`src/rtl/mbox_pkg.sv`:
```
package mbox_pkg;
    // word indices inside a side's window (byte address / 4)
    localparam int TX_W0 = 0;
    localparam int RX_W0 = 4;
    localparam int ST_W  = 8;
    localparam int CT_W  = 9;
    // field bases; channel n sits at base + (SLOT_MAX-1-n)
    localparam int SLOT_MAX  = 4;
    localparam int PEND_LSB  = 28;
    localparam int FULL_LSB  = 24;
    localparam int EMPTY_LSB = 20;
    localparam int REQ_LSB   = 16;
    localparam int EN_W      = 32 - EMPTY_LSB;

    function automatic int fld(input int base, input int n);
        return base + (SLOT_MAX - 1) - n;
    endfunction
endpackage

```
`src/rtl/mbox_lane.sv`:
```
module mbox_lane #(
    parameter int NCH = 4,
    parameter int DW  = 32
) (
    input  logic                    clk,
    input  logic                    rst_n,
    input  logic [NCH-1:0]          wr_i,
    input  logic [DW-1:0]           wdata_i,
    input  logic [NCH-1:0]          rd_i,
    output logic [NCH-1:0][DW-1:0]  data_o,
    output logic [NCH-1:0]          full_o
);
    typedef struct packed {
        logic [NCH-1:0][DW-1:0] data;
        logic [NCH-1:0]         full;
    } lane_t;

    lane_t q, d;

    always_comb begin
        d = q;
        for (int n = 0; n < NCH; n++) begin
            if (rd_i[n]) d.full[n] = 1'b0;
            // a fresh word wins over a same-cycle drain
            if (wr_i[n]) begin
                d.full[n] = 1'b1;
                d.data[n] = wdata_i;
            end
        end
    end

    always_ff @(posedge clk) begin
        if (!rst_n) q <= '0;
        else        q <= d;
    end

    assign data_o = q.data;
    assign full_o = q.full;
endmodule

```
`src/rtl/mbox_window.sv`:
```
module mbox_window
    import mbox_pkg::*;
#(
    parameter int NCH = 4,
    parameter int DW  = 32,
    parameter int AW  = 6
) (
    input  logic                    clk,
    input  logic                    rst_n,
    input  logic                    wr_i,
    input  logic                    rd_i,
    input  logic [AW-1:0]           addr_i,
    input  logic [DW-1:0]           wdata_i,
    output logic [DW-1:0]           rdata_o,
    input  logic [NCH-1:0][DW-1:0]  tx_word_i,
    input  logic [NCH-1:0]          tx_full_i,
    input  logic [NCH-1:0][DW-1:0]  rx_word_i,
    input  logic [NCH-1:0]          rx_full_i,
    input  logic [NCH-1:0]          bell_in_i,
    output logic [NCH-1:0]          bell_out_o,
    output logic [NCH-1:0]          tx_wr_o,
    output logic [NCH-1:0]          rx_rd_o,
    output logic [DW-1:0]           tx_data_o,
    output logic [DW-1:0]           stat_o,
    output logic [DW-1:0]           ctrl_o
);
    localparam int WW = AW - 2;

    typedef struct packed {
        logic [EN_W-1:0] en;
        logic [NCH-1:0]  req;
        logic [NCH-1:0]  pend;
    } win_t;

    win_t q, d;
    logic [WW-1:0] word;
    logic          hit, st_wr, ct_wr;

    assign word      = addr_i[AW-1:2];
    assign hit       = (addr_i[1:0] == 2'b00);
    assign st_wr     = wr_i && hit && (int'(word) == ST_W);
    assign ct_wr     = wr_i && hit && (int'(word) == CT_W);
    assign tx_data_o = wdata_i;

    always_comb begin
        for (int n = 0; n < NCH; n++) begin
            tx_wr_o[n]    = wr_i && hit && (int'(word) == TX_W0 + n);
            rx_rd_o[n]    = rd_i && hit && (int'(word) == RX_W0 + n);
            bell_out_o[n] = ct_wr && wdata_i[fld(REQ_LSB, n)];
        end
    end

    always_comb begin
        d     = q;
        d.req = bell_out_o;
        if (ct_wr) d.en = wdata_i[DW-1 -: EN_W];
        for (int n = 0; n < NCH; n++) begin
            if (st_wr && wdata_i[fld(PEND_LSB, n)]) d.pend[n] = 1'b0;
            // a ring from the far side beats a clear in the same cycle
            if (bell_in_i[n]) d.pend[n] = 1'b1;
        end
    end

    always_ff @(posedge clk) begin
        if (!rst_n) q <= '0;
        else        q <= d;
    end

    always_comb begin
        stat_o = '0;
        ctrl_o = '0;
        ctrl_o[DW-1 -: EN_W] = q.en;
        for (int n = 0; n < NCH; n++) begin
            stat_o[fld(PEND_LSB, n)]  = q.pend[n];
            stat_o[fld(FULL_LSB, n)]  = rx_full_i[n];
            stat_o[fld(EMPTY_LSB, n)] = ~tx_full_i[n];
            ctrl_o[fld(REQ_LSB, n)]   = q.req[n];
        end
    end

    always_comb begin
        rdata_o = '0;
        if (rd_i && hit) begin
            for (int n = 0; n < NCH; n++) begin
                if (int'(word) == TX_W0 + n) rdata_o = tx_word_i[n];
                if (int'(word) == RX_W0 + n) rdata_o = rx_word_i[n];
            end
            if (int'(word) == ST_W) rdata_o = stat_o;
            if (int'(word) == CT_W) rdata_o = ctrl_o;
        end
    end
endmodule

```
`src/rtl/mbox_duplex.sv`:
```
module mbox_duplex
    import mbox_pkg::*;
#(
    parameter int NCH = 4,
    parameter int DW  = 32,
    parameter int AW  = 6
) (
    input  logic          clk,
    input  logic          rst_n,
    input  logic          a_wr,
    input  logic          a_rd,
    input  logic [AW-1:0] a_addr,
    input  logic [DW-1:0] a_wdata,
    output logic [DW-1:0] a_rdata,
    output logic          a_irq,
    input  logic          b_wr,
    input  logic          b_rd,
    input  logic [AW-1:0] b_addr,
    input  logic [DW-1:0] b_wdata,
    output logic [DW-1:0] b_rdata,
    output logic          b_irq
);
    localparam logic [DW-1:0] IRQ_MASK = {{EN_W{1'b1}}, {(DW-EN_W){1'b0}}};

    logic [NCH-1:0][DW-1:0] ab_data, ba_data;
    logic [NCH-1:0]         ab_full, ba_full;
    logic [NCH-1:0]         a_tx_wr, b_tx_wr, a_rx_rd, b_rx_rd;
    logic [NCH-1:0]         a_bell, b_bell;
    logic [DW-1:0]          a_tx_data, b_tx_data;
    logic [DW-1:0]          a_stat, a_ctrl, b_stat, b_ctrl;

    mbox_lane #(.NCH(NCH), .DW(DW)) u_ab (
        .clk(clk), .rst_n(rst_n), .wr_i(a_tx_wr), .wdata_i(a_tx_data),
        .rd_i(b_rx_rd), .data_o(ab_data), .full_o(ab_full)
    );

    mbox_lane #(.NCH(NCH), .DW(DW)) u_ba (
        .clk(clk), .rst_n(rst_n), .wr_i(b_tx_wr), .wdata_i(b_tx_data),
        .rd_i(a_rx_rd), .data_o(ba_data), .full_o(ba_full)
    );

    mbox_window #(.NCH(NCH), .DW(DW), .AW(AW)) u_win_a (
        .clk(clk), .rst_n(rst_n), .wr_i(a_wr), .rd_i(a_rd), .addr_i(a_addr),
        .wdata_i(a_wdata), .rdata_o(a_rdata),
        .tx_word_i(ab_data), .tx_full_i(ab_full),
        .rx_word_i(ba_data), .rx_full_i(ba_full),
        .bell_in_i(b_bell), .bell_out_o(a_bell),
        .tx_wr_o(a_tx_wr), .rx_rd_o(a_rx_rd), .tx_data_o(a_tx_data),
        .stat_o(a_stat), .ctrl_o(a_ctrl)
    );

    mbox_window #(.NCH(NCH), .DW(DW), .AW(AW)) u_win_b (
        .clk(clk), .rst_n(rst_n), .wr_i(b_wr), .rd_i(b_rd), .addr_i(b_addr),
        .wdata_i(b_wdata), .rdata_o(b_rdata),
        .tx_word_i(ba_data), .tx_full_i(ba_full),
        .rx_word_i(ab_data), .rx_full_i(ab_full),
        .bell_in_i(a_bell), .bell_out_o(b_bell),
        .tx_wr_o(b_tx_wr), .rx_rd_o(b_rx_rd), .tx_data_o(b_tx_data),
        .stat_o(b_stat), .ctrl_o(b_ctrl)
    );

    assign a_irq = |(a_stat & a_ctrl & IRQ_MASK);
    assign b_irq = |(b_stat & b_ctrl & IRQ_MASK);
endmodule

```
`config.mk`:
```
export PLATFORM = sky130hd
export DESIGN_NAME = mbox_duplex
export DESIGN_NICKNAME = d
export VERILOG_FILES = /design/src/rtl/mbox_pkg.sv /design/src/rtl/mbox_lane.sv /design/src/rtl/mbox_window.sv /design/src/rtl/mbox_duplex.sv
export SDC_FILE = /design/constraint.sdc
export NUM_CORES = 1
export LEC_CHECK = 0
export ABC_AREA = 1
export BUFFER_PORTS_ARGS = -buffer_cell sky130_fd_sc_hd__buf_2
export CAP_MARGIN = 20
export CORE_UTILIZATION = 25
export CTS_CLUSTER_DIAMETER = 60
export DETAILED_ROUTE_END_ITERATION = 12
export HOLD_SLACK_MARGIN = 0.03
export PLACE_DENSITY = 0.42
export SLEW_MARGIN = 20
export SYNTH_ARGS = -nofsm -noshare
export SYNTH_HDL_FRONTEND = slang
export SYNTH_SLANG_ARGS = --single-unit
```
`constraint.sdc`:
```
create_clock -name clk -period 3.05 [get_ports clk]
set_input_delay 0.7625 -clock clk [delete_from_list [all_inputs] [get_ports clk]]
set_output_delay 0.7625 -clock clk [all_outputs]
set_load 0.02 [all_outputs]
```
# After elaboration in Yosys (flattened, before gate mapping)

Index checks and enable logic that the tools add are counted.

Register bits after elaboration: 304
Input port bits: 82
Output and inout port bits: 66
Word-level logic and storage cells: 172

Equality and inequality tests: 18
Multiplexer cells: 54
Bitwise operators: 10
Reductions and logical operators: 62

Operators with widths:

| cell                                                 | count |
|---|---|
| 2-to-1 mux 32 bit                                    | 22 |
| bitwise AND 32 bit                                   | 2 |
| equality test 4 bit (second input constant)          | 12 |
| logical AND 1 bit                                    | 40 |
| 2-to-1 mux 1 bit                                     | 32 |
| nonzero test 2 bit                                   | 16 |
| OR reduction 12 bit                                  | 2 |
| equality test 4 x 3 -> 1 bit (second input constant) | 4 |
| equality test 4 x 2 -> 1 bit (second input constant) | 2 |
| zero test 4 bit                                      | 2 |
| inverter 1 bit                                       | 8 |
| zero test 2 bit                                      | 2 |

# Depth between registers and ports, before layout

Gate-level depths: netlist of the first run.

Depth in word-level cells: 12
Mapped depth: 12
Mapped depth without buffers: 11

# Cells and area by module

A second synthesis of the first run with hierarchy kept.

Cells, all modules: 2600
Area total of the unflattened synthesis: 17003.8 um^2

Modules (own cells, without submodules):

| module      | times used | cells each | area an instance (um^2) | seq. area each (um^2) |
|---|---|---|---|---|
| mbox_lane   | 2          | 571        | 4534.3                  | 2642.5 |
| mbox_window | 2          | 707        | 3883.7                  | 400.4 |
| mbox_duplex | 1          | 44         | 167.7                   | 0.0 |

# Worst setup path after synthesis of the first run

Ideal clock, no wire load.

Path kind: input-to-output
Start point: input a_addr[2]
End point: output a_rdata[29]
Arrival: 2.101 ns
Data required time: 2.288 ns
Path slack: 0.187 ns
Cell stages on the path: 10
Path buffers: 2
Cell sequence: buf_2 -> nand2_1 -> nor2_2 -> buf_2 -> nand2_1 -> nand4_1 -> nand2_1 -> nand2_1 -> nand2_1 -> a21oi_1

Cells in the longest elaborated chain, start to end: 12
Elaborated cells between the ends (all ways): 21
Classes of those cells: eq/ne: 9; mux: 11; reduce/logical: 1

RTL lines:

| what                | RTL line          | source |
|---|---|---|
| start: declaration  | mbox_duplex.sv:12 | `input logic [AW-1:0] a_addr,` |
| zero test 4 bit     | mbox_window.sv:85 | `if (int'(word) == TX_W0 + n) rdata_o = tx_word_i[n];` |
| 2-to-1 mux 32 bit   | mbox_window.sv:85 |  |
| 2-to-1 mux 32 bit   | mbox_window.sv:86 | `if (int'(word) == RX_W0 + n) rdata_o = rx_word_i[n];` |
| 2-to-1 mux 32 bit   | mbox_window.sv:85 |  |
| 2-to-1 mux 32 bit   | mbox_window.sv:86 |  |
| 2-to-1 mux 32 bit   | mbox_window.sv:85 |  |
| 2-to-1 mux 32 bit   | mbox_window.sv:86 |  |
| 2-to-1 mux 32 bit   | mbox_window.sv:85 |  |
| 2-to-1 mux 32 bit   | mbox_window.sv:86 |  |
| 2-to-1 mux 32 bit   | mbox_window.sv:88 | `if (int'(word) == ST_W) rdata_o = stat_o;` |
| 2-to-1 mux 32 bit * | mbox_window.sv:89 | `if (int'(word) == CT_W) rdata_o = ctrl_o;` |
| 2-to-1 mux 32 bit * | mbox_window.sv:83 | `if (rd_i && hit) begin` |
| end: declaration    | mbox_duplex.sv:14 | `output logic [DW-1:0] a_rdata,` |

Mark *: on every way between the ends. The rest lies on a longest branch, timed or not.

# Final worst setup path of the first run

Start point: input a_addr[2]
End point: output a_rdata[10]

The elaborated chain is that of the path after synthesis.

==> summary.txt, run 1 <==
Outcome
  – Status: complete, but fails checks
  – Violated checks: negative setup slack

Min path
  – Hold Path End: u_ab.data_o[85]
  – Min-delay worst type: reg2reg
  – Hold Path Depth: 2
  – Hold path start: u_ab.data_o[85]

Floorplanning
  – Die width: 250.4 um
  – Die ar.: 62680 sq um
  – Area of the placeable core: 60700 sq um
  – Height of the die: 250.4 um
  – Ports: 148
  – Row cnt: 90
  – Initial core utilization: 0.2541

Synth
  – Mapped Area: between 15000 and 20000 sq um
  – Post-synthesis cell count: 2405
  – Synth Area per Inst: 6.412 sq um
  – Count of different cell masters after synthesis: 31
  – Post-synth top area share: 0.3947
  – Syn. warnings: 0
  – Syn Nets: around 2500
  – Area contributors post-synth: dfxtp_1, o21ai_0, nor2_1
  – Post-synthesis sequential area ratio: 0.3947
  – Cell accounting for the most synthesized area: dfxtp_1
  – Register bit total from synthesis: just over 300

Timing
  – Fin Clk Skew: 0 ns
  – Tcrit/Tclk final: 1.029
  – WHS: roughly 0.47 ns
  – Fin crit period: 3.137 ns
  – Slew Viols, Final: 0
  – Worst slew pin tran: about 0.95 ns
  – Relative slew slack: 0.3660
  – Worst setup margin: -0.08734 ns
  – Final hold vios: 0
  – RSZ-0062 raised after global routing: true
  – Setup-failing EPs final: 17
  – Fmax: 318.7 MHz

Clock network
  – CTS Buf Count: 39
  – CTS tree: done
  – Clock slew at reported path FFs: 0.05 ns
  – # H-tree levels: 2
  – Clock Latency Late Sink: 0.57 ns
  – Hold Buf Count CTS: 0
  – CTS root buf: clkbuf_16
  – Longest Clk Path Bufs: 3
  – Clock sink count: 304

Critical path
  – RR Startpoint: u_ab.full_o[1]
  – CP bufs+invs: 7
  – R2R Path End: u_ab.full_o[1]
  – Worst R2R Setup Slack: between 2 and 2.5 ns
  – CP Class: in2out
  – Critical-path top delay cell: nor2_4
  – Critical Path RT: about 2.3 ns
  – R2R cell count: 2
  – CP Max Fanout: 8
  – Critical Path, Cell by Cell: buf_8 > buf_12 > nor2_4 > buf_6 > nand2_8 > buf_12 > buf_12 > o22ai_2 > a21oi_1 > nand2_1 > nand2_1 > nand3_1 > nand2_1 > inv_2 > buf_6
  – CP peak stage delay: 0.23 ns
  – CP Launch Type: input pin
  – CP Capture Type: output port
  – Data arrival time of the critical path: 2.37 ns
  – Top delay family on crit path: buffers and inverters

Global routing
  – First-pass GRT wire length: ~110 mm
  – Met1 usage: 0.2785
  – Met2 GRT Util: 0.4519
  – Met3 GRT Util: 0.02255
  – Vias in the first global route: about 17000
  – Tot GR Track Use: 0.2464
  – Grt ovf: 0
  – Initial antenna violation count: 1
  – Global routing's busiest layer: met2
  – Largest net degree at the start of global routing: 99

Route
  – Vias per std cell: 4.981
  – Starting DRT DRC Count: 1390
  – Vias: between 15000 and 20000
  – DRC errors left: 0
  – DRT Pass-1 Iters: 6
  – Routed Antenna Nets: 0
  – Routed WL: 80.16 mm
  – Wirelength per Cell: 22.96 um

Placed design
  – Placement Setup Slack: -0.4031 ns
  – Buffers added on ports: 147
  – Half-perimeter wire length after placement: 59.12 mm
  – Post-DP Area: around 18000 sq um
  – GP Congestion: 0.9319
  – Placed instance count: 3366

Finish
  – N_diodes: 0
  – Most frequent cells in the layout: nor2_1, nand2_1, o21ai_0
  – Fraction of layout cells with a size suffix above 1: 0.2798
  – Post-layout net count: 2762
  – Post-Layout Cell Count: 3491
  – Design area: 22070 sq um
  – Most common cell after layout, fill and taps aside: nor2_1
  – P&R area growth vs syn: 43.11%

Power
  – Peak VDD IR: 349.8 uV
  – Total power: a little under 10000 uW
  – P_leak: 0.009251 uW
  – P per Cell Area: 441.5 nW/um^2

Flow run
  – Max_cap viols: 0
[cells by family after synthesis]
logic type,after synthesis,synth area share
AOI/OAI and AO/OA,640,0.2178
and+or+nand+nor,1049,0.2819
DFF,304,0.3947
buffers and inverters,412,0.1056
[layer usage]
layer  wire length, um  share of wire
met2             40650           0.51
met1             31180           0.39
met3              3337          0.042
met5                13        0.00016
met4              4972          0.062
[per-stage QoR]
| stage | TNS, ns | utilization |
|---|---|---|
| after floorplan | 0 | - |
| after global placement | -11.07 | 0.2999 |
| after detailed placement | -10.80 | 0.2999 |
| after CTS | -1.137 | 0.3400 |
| after global routing | -2.980 | 0.3636 |
| final | -0.7035 | 0.3636 |
[state kept, by name (all words and copies together) (netlist names)]
signal,flops
u_win_b.stat_o,4
u_win_b.ctrl_o,16
u_ab.data_o,128
u_ab.full_o,4
u_ba.full_o,4
u_ba.data_o,128
u_win_a.ctrl_o,16
u_win_a.stat_o,4
[cell type report]
type	instances	area, sq um
timing repair inverter	2	13.76
sequential	304	6086
inverter	269	1104
multi-input combinational	1689	8761
timing repair buffer	375	3832
clock buffer	51	1082
tap	782	978.4
clock inverter	19	210.2
fill	6528	38630
[how the worst max path moves through the flow]
stage	start	end	slack [ns]	cells past startpoint
2_1_floorplan	a_addr[2]	a_rdata[29]	0.19	10
3_3_place_gp	b_addr[2]	b_rdata[6]	-0.46	12
3_5_place_dp	b_addr[2]	b_rdata[6]	-0.40	12
4_1_cts	a_addr[2]	a_rdata[31]	-0.1	17
5_1_grt	a_addr[2]	a_rdata[18]	-0.16	15
6_report	a_addr[2]	a_rdata[10]	-0.09	15
[worst reg2reg max path: stages (launching register included)]
cell and delay [ns]:
dfxtp_1 0.53, o21ai_0 0.15, a21oi_1 0.13
[where the power goes]
group / total (uW) / internal (uW) / switching [uW] / leakage, uW
logic: 986 / 378 / 608 / 0.00618
registers: 4020 / 4000 / 24.8 / 0.00245
clock network: 4730 / 2780 / 1950 / 0.000625
[Yosys cell counts]
| cell | instances |
|---|---|
| a21oi_1 | 220 |
| a221oi_1 | 5 |
| a22o_1 | 6 |
| a31o_2 | 7 |
| buf_1 | 2 |
| buf_2 | 39 |
| buf_4 | 8 |
| clkbuf_1 | 91 |
| clkbuf_2 | 3 |
| clkinv_1 | 2 |
| dfxtp_1 | 304 |
| inv_1 | 248 |
| inv_2 | 19 |
| nand2_1 | 389 |
| nand2_2 | 4 |
| nand2_4 | 1 |
| nand3_1 | 94 |
| nand4_1 | 48 |
| nor2_1 | 458 |
| nor2_2 | 10 |
| nor2_4 | 5 |
| nor3_1 | 19 |
| nor3_2 | 4 |
| o2111ai_1 | 4 |
| o211ai_1 | 4 |
| o21ai_0 | 349 |
| o21ai_1 | 7 |
| o221ai_1 | 6 |
| o22ai_1 | 32 |
| or2_0 | 3 |
| or2_2 | 14 |
[timing repair]
item | 4_1_cts | 5_1_grt
gates resized for setup | 251 | 307
endpoints found under the hold margin | 0 | 0
setup endpoints to repair | 64 | 63
gates cloned | 5 | 9
pin swaps | 49 | 129
buffers inserted | 30 | 22
Note: power is estimated with default switching activity, not from simulation.
==> run 2, diff against run 1 <==
--- a/config.mk
+++ b/config.mk
@@ -8,11 +8,12 @@
 export ABC_AREA = 1
 export BUFFER_PORTS_ARGS = -buffer_cell sky130_fd_sc_hd__buf_2
 export CAP_MARGIN = 20
-export CORE_UTILIZATION = 25
+export CORE_UTILIZATION = 30
 export CTS_CLUSTER_DIAMETER = 60
 export DETAILED_ROUTE_END_ITERATION = 12
 export HOLD_SLACK_MARGIN = 0.03
-export PLACE_DENSITY = 0.42
+export PLACE_DENSITY = 0.48
+export REMOVE_ABC_BUFFERS = 1
 export SLEW_MARGIN = 20
 export SYNTH_ARGS = -nofsm -noshare
 export SYNTH_HDL_FRONTEND = slang
==> run 2 against run 1 <==
  * The run now ends clean
  * Via count down 0.78%
  * Global-route usage up 1.6 points
  * Non-clock buffer count down 47
  * Critical path type unchanged
  * Highest routed layer is now met4
==> summary.txt, run 2 (same netlist as run 1, synthesis figures left out) <==
Clock network
  – Clock Latency Late Sink: 0.55 ns (-0.02 ns)
  – # H-tree levels: 2 (unchanged)
  – Clock slew at reported path FFs: 0.06 ns (about the same)
  – CTS Buf Count: 41 (+5.1%)
  – CTS root buf: clkbuf_16
  – Clock sink count: 304 (unchanged)
  – Longest Clk Path Bufs: 3 (unchanged)
  – CTS tree: done

Critical path
  – CP peak stage delay: 0.21 ns (-0.02 ns)
  – CP Class: in2out
  – Top delay family on crit path: buffers and inverters
  – Critical Path RT: 2.29 ns (about the same)
  – CP bufs+invs: 6 (-1)
  – CP Capture Type: output port
  – Critical-path top delay cell: nor2_2
  – CP Launch Type: input pin
  – Critical Path, Cell by Cell: buf_2 > inv_1 > nand2_1 > buf_4 > nor2_2 > inv_4 > buf_4 > o21ai_0 > a21oi_2 > buf_4
  – Data arrival time of the critical path: 2.27 ns (-0.10 ns)
  – Most common cell on crit path: buf_4
  – CP Max Fanout: 11 (+3)

Timing
  – Relative slew slack: 0.2969 (-0.06911)
  – Worst slew pin tran: 1.053 ns (+0.1035 ns)
  – Fin Clk Skew: 0 ns (unchanged)
  – Worst setup margin: 0.02099 ns (+0.1083 ns)
  – WHS: 0.4710 ns (+0.0003280 ns)
  – Setup-failing EPs final: 0 (-17)
  – Final hold vios: 0 (unchanged)
  – Fin crit period: 3.029 ns (-0.1083 ns)
  – Slew Viols, Final: 0 (unchanged)
  – Tcrit/Tclk final: 0.9931 (-0.03552)
  – Fmax: 330.1 MHz (+3.6%)
  – RSZ-0062 raised after global routing: true

Route
  – DRT Pass-1 Iters: 6 (unchanged)
  – Wirelength per Cell: 21.20 um (-7.7%)
  – Starting DRT DRC Count: 1570 (+13%)
  – Routed WL: 70.78 mm (-12%)
  – DRC errors left: 0 (unchanged)
  – Routed Antenna Nets: 0 (unchanged)
  – Vias per std cell: 5.167 (+3.7%)
  – Vias: 17250 (-0.78%)

Finish
  – Register Area: 6086 sq um (unchanged)
  – Most frequent cells in the layout: nor2_1, nand2_1, o21ai_0
  – Most common cell after layout, fill and taps aside: nor2_1
  – P&R area growth vs syn: 31.03%
  – Multi-input logic area: 8061 sq um (-8.0%)
  – Filler cells: 5362 (-18%)
  – Post-layout net count: 2715 (-1.7%)
  – Fraction of layout cells with a size suffix above 1: 0.1997 (-0.08011)

Power
  – P per Cell Area: 476.2 nW/um^2 (+7.9%)
  – Peak VDD IR: 316.4 uV (-9.5%)
  – P_leak: 0.008789 uW (-5.0%)

Global routing
  – Initial antenna violation count: 3 (+2)
  – Vias in the first global route: 15850 (-7.1%)
  – Tot GR Track Use: 0.2623 (+0.01592)
  – Grt ovf: 0 (unchanged)
  – First-pass GRT wire length: 102.8 mm (-9.2%)
  – Largest net degree at the start of global routing: 199 (+100%)

Placed design
  – Buffers added on ports: 147 (unchanged)
  – Placement Setup Slack: -0.2600 ns (+0.1431 ns)
  – GP Congestion: 0.8890 (-4.6%)
  – Half-perimeter wire length after placement: 48.44 mm (-18%)

Floorplanning
  – Initial core utilization: 0.3055 (+0.05142)
  – Die ar.: 52310 sq um (-17%)
  – Height of the die: 228.7 um (-8.6%)
  – Row cnt: 82 (-8.9%)
  – Die width: 228.7 um (-8.6%)
  – Ports: 148 (unchanged)
  – Area of the placeable core: 50480 sq um (-17%)

Min path
  – Min-delay worst type: reg2reg

Flow run
  – Max_cap viols: 0 (unchanged)

Outcome
  – Status: finished, final reports clean
==> run 2: cell types whose count changed in the layout (fill, tap and decap cells not counted), sizes merged <==
cell      change
buf          -44
clkinvlp      -3
diode         +3
inv           +2
bufinv        -1
clkinv        +1
==> run 2: layout make-up <==
type / instances / area share
Clock buffer: 54 / 0.05629
Sequential cell: 304 / 0.3012
Clock inverter: 20 / 0.008732
Antenna cell: 3 / 0.0003716
Inverter: 269 / 0.05109
Multi-Input combinational cell: 1689 / 0.3990
Timing Repair Buffer: 328 / 0.1417
Tap cell: 672 / 0.04161
==> run 2: path summary, 6_finish.rpt <==
kind,from,to,slack (ns),cells after the start
min reg2reg,u_ab.data_o[32],u_ab.data_o[32],0.47,2
max,a_addr[4],a_rdata[27],0.02,10
max reg2reg,u_ba.full_o[0],u_ba.full_o[0],2.27,2
min,u_ab.data_o[32],u_ab.data_o[32],0.47,2
==> run 2: worst min-delay path, delay by kind of cell (launching register included) <==
| family | cells | cell delay, ns |
|---|---|---|
| DFF | 1 | 0.31 |
| buffers and inverters | 1 | 0.06 |
| AOI/OAI and AO/OA | 1 | 0.05 |
==> run 2: metal layers <==
| layer | up-vias | wire, um | GRT usage |
|---|---|---|---|
| li1 | 8282 | - | - |
| met2 | 773 | 31660 | 0.4179 |
| met1 | 8064 | 31190 | 0.3609 |
| met3 | 135 | 5708 | 0.03967 |
| met4 | 0 | 2219 | 0.08452 |
| met5 | - | 0 | 0 |
==> run 2: metrics by stage <==
stage	area (sq um)	TNS, ns	utilization	instances	total power, uW
global placement	18110	-3.956	0.3588	3250	4858
floorplan	14800	-21.61	-	2262	4368
global route	20200	-0.5369	0.4002	3337	9918
CTS	19590	-0.006264	0.3880	3326	9624
finish	20200	0	0.4003	3339	9622
detailed placement	18110	-4.340	0.3588	3250	4861
==> run 2: power breakdown <==
group / switching [uW] / internal (uW)
Sequential: 17.8 / 4000
Combinational: 546 / 291
Clock: 1960 / 2810
==> run 2: repair_timing <==
action	in CTS	in global routing
buffers inserted	2	6
setup endpoints to repair	60	64
hold buffers	0	0
pin swaps	2	28
resized for setup	51	143
cloned	0	4
